**config.mk**
```make
export PLATFORM = sky130hd
export DESIGN_NAME = fp32_trunc_mul
export DESIGN_NICKNAME = d
export VERILOG_FILES = /design/src/rtl/fpm_pkg.sv /design/src/rtl/fpm_exp_add.sv /design/src/rtl/fpm_sig_mul.sv /design/src/rtl/fpm_norm.sv /design/src/rtl/fp32_trunc_mul.sv
export SDC_FILE = /design/constraint.sdc
export NUM_CORES = 1
export LEC_CHECK = 0
export BUFFER_PORTS_ARGS = -buffer_cell sky130_fd_sc_hd__buf_2
export CAP_MARGIN = 25
export CORE_MARGIN = 1.5
export CORE_UTILIZATION = 45
export CTS_BUF_LIST = sky130_fd_sc_hd__clkbuf_16
export DETAILED_ROUTE_END_ITERATION = 8
export GPL_ROUTABILITY_DRIVEN = 0
export PLACE_DENSITY = 0.68
export SLEW_MARGIN = 30
export SYNTH_ARGS = -nofsm -noshare
export SYNTH_HDL_FRONTEND = slang
export SYNTH_SLANG_ARGS = --single-unit
```
**constraint.sdc**
```tcl
create_clock -name clk -period 0.8 [get_ports clk]
set_input_delay 0.16 -clock clk [delete_from_list [all_inputs] [get_ports clk]]
set_output_delay 0.16 -clock clk [all_outputs]
set_load 0.005 [all_outputs]
```
**src/rtl/fpm_pkg.sv**
```systemverilog
package fpm_pkg;
  localparam int unsigned FPM_EXP_W  = 8;
  localparam int unsigned FPM_FRAC_W = 23;
  localparam int unsigned FPM_BIAS   = 127;
  localparam int unsigned FPM_WORD_W = 1 + FPM_EXP_W + FPM_FRAC_W;

  typedef enum logic {
    NORM_KEEP  = 1'b0,
    NORM_SHIFT = 1'b1
  } norm_sel_e;
endpackage

```
**src/rtl/fpm_exp_add.sv**
```systemverilog
module fpm_exp_add #(
  parameter int unsigned EXP_W = fpm_pkg::FPM_EXP_W,
  parameter int unsigned BIAS  = fpm_pkg::FPM_BIAS
) (
  input  logic [EXP_W-1:0] exp_a,
  input  logic [EXP_W-1:0] exp_b,
  input  logic             bump,
  output logic [EXP_W-1:0] exp_out
);
  localparam int unsigned SUM_W = EXP_W + 2;
  localparam logic [SUM_W-1:0] NEG_BIAS = ~SUM_W'(BIAS) + SUM_W'(1);

  logic [SUM_W-1:0] sum_w;
  logic [1:0]       unused_top;

  always_comb begin
    sum_w = {2'b00, exp_a} + {2'b00, exp_b} + NEG_BIAS + SUM_W'(bump);
  end

  assign exp_out    = sum_w[EXP_W-1:0];
  assign unused_top = sum_w[SUM_W-1:EXP_W];
endmodule

```
**src/rtl/fpm_sig_mul.sv**
```systemverilog
module fpm_sig_mul #(
  parameter int unsigned FRAC_W = fpm_pkg::FPM_FRAC_W
) (
  input  logic [FRAC_W-1:0]       frac_a,
  input  logic [FRAC_W-1:0]       frac_b,
  output logic [2*(FRAC_W+1)-1:0] prod
);
  localparam int unsigned SIG_W  = FRAC_W + 1;
  localparam int unsigned PROD_W = 2 * SIG_W;

  logic [SIG_W-1:0] sig_a, sig_b;

  assign sig_a = {1'b1, frac_a};
  assign sig_b = {1'b1, frac_b};

  always_comb begin
    prod = PROD_W'(sig_a) * PROD_W'(sig_b);
  end
endmodule

```
**src/rtl/fpm_norm.sv**
```systemverilog
module fpm_norm #(
  parameter int unsigned FRAC_W = fpm_pkg::FPM_FRAC_W
) (
  input  logic [2*(FRAC_W+1)-1:0] prod,
  output logic [FRAC_W-1:0]       frac_out,
  output logic                    bump
);
  import fpm_pkg::*;
  localparam int unsigned PROD_W = 2 * (FRAC_W + 1);
  localparam int unsigned TOP    = PROD_W - 1;

  norm_sel_e        sel;
  logic [FRAC_W-1:0] unused_low;

  assign sel = norm_sel_e'(prod[TOP]);

  always_comb begin
    unique case (sel)
      NORM_SHIFT: frac_out = prod[TOP-1 -: FRAC_W];
      default:    frac_out = prod[TOP-2 -: FRAC_W];
    endcase
  end

  assign bump       = (sel == NORM_SHIFT);
  assign unused_low = prod[FRAC_W-1:0];
endmodule

```
**src/rtl/fp32_trunc_mul.sv**
```systemverilog
module fp32_trunc_mul #(
  parameter int unsigned EXP_W   = fpm_pkg::FPM_EXP_W,
  parameter int unsigned FRAC_W  = fpm_pkg::FPM_FRAC_W,
  parameter int unsigned BIAS    = fpm_pkg::FPM_BIAS,
  parameter bit          OUT_REG = 1'b1
) (
  input  logic                      clk,
  input  logic                      rst_n,
  input  logic                      en,
  input  logic [EXP_W+FRAC_W:0]     op_a,
  input  logic [EXP_W+FRAC_W:0]     op_b,
  output logic [EXP_W+FRAC_W:0]     result
);
  localparam int unsigned WORD_W = 1 + EXP_W + FRAC_W;
  localparam int unsigned SIGN_B = WORD_W - 1;
  localparam int unsigned PROD_W = 2 * (FRAC_W + 1);

  logic [PROD_W-1:0] prod;
  logic [FRAC_W-1:0] frac_n;
  logic              bump;
  logic [EXP_W-1:0]  exp_n;
  logic              sign_n;
  logic [WORD_W-1:0] word_n;

  assign sign_n = op_a[SIGN_B] ^ op_b[SIGN_B];

  fpm_sig_mul #(.FRAC_W(FRAC_W)) u_mul (
    .frac_a (op_a[FRAC_W-1:0]),
    .frac_b (op_b[FRAC_W-1:0]),
    .prod   (prod)
  );

  fpm_norm #(.FRAC_W(FRAC_W)) u_norm (
    .prod     (prod),
    .frac_out (frac_n),
    .bump     (bump)
  );

  fpm_exp_add #(.EXP_W(EXP_W), .BIAS(BIAS)) u_exp (
    .exp_a   (op_a[SIGN_B-1:FRAC_W]),
    .exp_b   (op_b[SIGN_B-1:FRAC_W]),
    .bump    (bump),
    .exp_out (exp_n)
  );

  assign word_n = {sign_n, exp_n, frac_n};

  generate
    if (OUT_REG) begin : g_reg
      logic [WORD_W-1:0] res_q, res_d;

      always_comb begin
        res_d = res_q;
        if (en) res_d = word_n;
      end

      always_ff @(posedge clk or negedge rst_n) begin
        if (!rst_n) res_q <= '0;
        else        res_q <= res_d;
      end

      assign result = res_q;
    end else begin : g_comb
      logic unused_ctl;
      assign unused_ctl = clk ^ rst_n ^ en;
      assign result     = word_n;
    end
  endgenerate
endmodule

```
==> results by group <==
Clock network
  – Clock sinks: 32
  – Worst skew pair latency: 0.27 ns
  – CTS Buf Count: 5
  – Reg clk slew, reported paths: 0.05 ns
  – CTS tree: yes
  – Max Buffers Root-to-Sink: 2
  – Htree depth: 2
  – Clk root buf: clkbuf_16

Routing
  – DRT Pass-1 Iters: 5
  – Antenna Nets Post-Route: 0
  – DR DRC count: 0
  – Number of vias per cell: 5.17
  – Routed length per placed instance: 17.8 um
  – Metal2 WL: 29,600 um
  – WL final: ~57,000 um
  – Initial DRC Count: 968
  – Post-Route M1 WL: between 20,000 and 25,000 um
  – DR WL met3: 2900 um
  – Top routing layer used: met5
  – Via count: 16,600

Global route
  – Tot GR Track Use: 25.7%
  – GRT Residual Overflow: 0
  – Vias in the first global route: around 19,000
  – Initial antenna violation count: 1
  – First-pass GRT wire length: between 90,000 and 100,000 um
  – Pin count of the biggest net entering global routing: 33

Timing
  – RSZ-0062 raised after global routing: yes
  – Endpoints failing setup: 63
  – Fin. max-slew vios: 0
  – FMAX: roughly 130 MHz
  – Relative slew slack: about three quarters
  – Tightest Pin Transition: 0.384 ns
  – Final min period: 7.53 ns
  – Fin worst setup slack: -6.73 ns
  – Period utilization: 941%
  – Layout Skew: 0 ns
  – Final-report hold violation count: 0

Status
  – Failing checks: setup timing
  – Run status: complete, but fails checks

Synth
  – Mapped Cells: roughly 2,300
  – Multiplexer share of the synthesized area: 0.534%
  – Synth Area in XOR/XNOR: 1.52%
  – Post-Synth Simple-Gate Area: between 10% and 20%
  – Most used DFF post-synth: dfrtp_1
  – Register bit total from synthesis: 32
  – Ys Warns: 0
  – Largest family of logic cells by synthesized area: adder cells
  – Post-synth EDFFs: 0
  – Post-synthesis compound-gate area fraction: around 6.3%
  – Avg Inst Size Synth: 8.92 um2
  – Mapped cell area: 0.0202 mm2
  – Seq/Total Area, Yosys: 3.97%
  – Adder-cell area share of the yosys netlist: 59.2%
  – Distinct cells, synth: 61
  – Ys async rst share: 100%
  – Post-Syn Nets: 2,992

Critical path
  – Worst Setup End Kind: flop
  – Top Family by Delay on Critical Path: adder cells
  – CP required: 0.96 ns
  – Crit-path max cell delay: 0.57 ns
  – Worst setup SP type: primary input
  – Worst path buffer plus inverter count: 7
  – Most used cell, CP: fa_1
  – Crit Path Max Fanout: 5
  – WS Path Type: in -> reg
  – CP max stage cell: fa_1
  – Crit path DAT: 7.69 ns

Final layout
  – Final nets: roughly 3,300
  – Fin cells: 3,203
  – P&R area growth vs syn: 24.4%
  – Leading cell type in the layout, fill and taps excluded: inv_1
  – Multi-input logic area: 0.0175 mm2
  – Max reg flops: 32
  – Layout cells sized above 1: 24.3%
  – Register area: 801 um2
  – Most frequent cells in the layout: inv_1 (562), fa_1 (464), nand2_1 (319)
  – Layout fillers: 3,822

Floorplanning
  – Die height: about 210 um
  – IO Pins: about 100
  – Site Rows: between 70 and 80
  – Die width: 215 um
  – Initial Util: between 40% and 50%
  – Core area: 0.0442 mm2
  – Die area: roughly 0.046 mm2

Flow run
  – Max_cap viols: 0

Worst hold path
  – Hold WC Path Type: in -> reg

Placed design
  – DP HPWL: about 49,000 um
  – PortBufs: 98
  – Placed cells: 3,146
through the flow:
stage | worst slack, ns | hold WS [ns] | setup TNS [ns] | utilization [%] | area [um2]
after floorplan | -6.92 | -0.136 | -182.45 | - | 20600
after global placement | -7.13 | 0.130 | -199.57 | 53.1 | 23500
after detailed placement | -7.22 | 0.131 | -201.89 | 53.1 | 23500
after CTS | -6.71 | 0.176 | -189.80 | 55.9 | 24700
after global routing | -6.98 | 0.204 | -195.15 | 56.7 | 25100
final | -6.73 | 0.181 | -188.69 | 56.7 | 25100
routing by layer:
layer | track usage (%) | vias up
met5 | 0 | -
met4 | 8.94 | 2
met3 | 2.81 | 155
met2 | 46.4 | 545
met1 | 31.9 | 8535
li1 | - | 7332
worst paths after layout:
| path | start | end | slack (ns) | cells after the start |
|---|---|---|---|---|
| worst max register to register | result[2]$_DFFE_PN0P_ | result[2]$_DFFE_PN0P_ | -0.21 | 2 |
| max in group asynchronous | rst_n | result[19]$_DFFE_PN0P_ | 0.25 | 3 |
| worst min register to register | result[24]$_DFFE_PN0P_ | result[24]$_DFFE_PN0P_ | 0.48 | 2 |
| worst min-delay path | op_b[31] | result[31]$_DFFE_PN0P_ | 0.18 | 3 |
| worst max-delay path | op_b[4] | result[28]$_DFFE_PN0P_ | -6.73 | 32 |
| min in group asynchronous | rst_n | result[26]$_DFFE_PN0P_ | 0.37 | 3 |
layout make-up:
class	count	area share (%)
clock buffer	5	0.499
multi-input combinational	1534	69.6
timing repair buffer	447	14.8
antenna	1	0.00998
inverter	590	8.93
sequential	32	3.19
clock inverter	2	0.0349
tap	592	2.95
cells in the mapped netlist (all sizes together) (2+ instances only):
library cell / instances / area [um2]
o31ai: 5 / 37.5
o21a: 10 / 82.6
o2111a: 2 / 22.5
nand2b: 3 / 18.8
nand3: 19 / 115
and3: 9 / 61.3
xnor2: 25 / 219
nand2: 332 / 1250
o211ai: 10 / 98.8
a2bb2oi: 2 / 30.0
a31oi: 8 / 50.1
fa: 482 / 9650
inv: 587 / 2200
a41oi: 2 / 17.5
mux2: 6 / 67.6
nand4: 4 / 25.0
or2: 2 / 12.5
clkbuf: 96 / 360
and2: 217 / 1360
a21o: 25 / 189
o311ai: 2 / 17.5
a211oi: 3 / 22.5
nor2: 48 / 180
buf: 9 / 61.3
a2111oi: 2 / 17.5
o221ai: 15 / 175
o21bai: 6 / 45.0
o21ai: 25 / 125
nor2b: 5 / 31.3
a21oi: 48 / 244
clkinv: 3 / 11.3
nor3: 7 / 35.0
xor2: 10 / 87.6
mux2i: 4 / 40.0
ha: 182 / 2280
a221o: 3 / 30.0
dfrtp: 32 / 801
timing repair:
action / 4_1_cts / 5_1_grt
endpoints found under the hold margin: 32 / 0
setup buffers: 35 / 11
cloned: 4 / 0
hold buffers: 1 / 0
resized for setup: 191 / 65
pin swaps: 71 / 17
endpoints found under the setup margin: 63 / 64
worst min-delay path, stage by stage:
cell and delay (ns):
buf_2 0.09, xnor2_1 0.11, a21oi_1 0.06
cell families (layout without fill, tap and decap cells):
logic type / after synthesis / in the layout
AO/OA/AOI/OAI: 175 / 175
XOR/XNOR: 35 / 35
adder cells (fa/ha/maj): 664 / 664
buffers and inverters: 695 / 1044
flip-flops: 32 / 32
multiplexers: 10 / 10
other: 0 / 1
AND/OR/NAND/NOR: 650 / 650
Power is not shown: default switching activity piles up to over one toggle a cycle in this logic, so the estimate is an artifact.
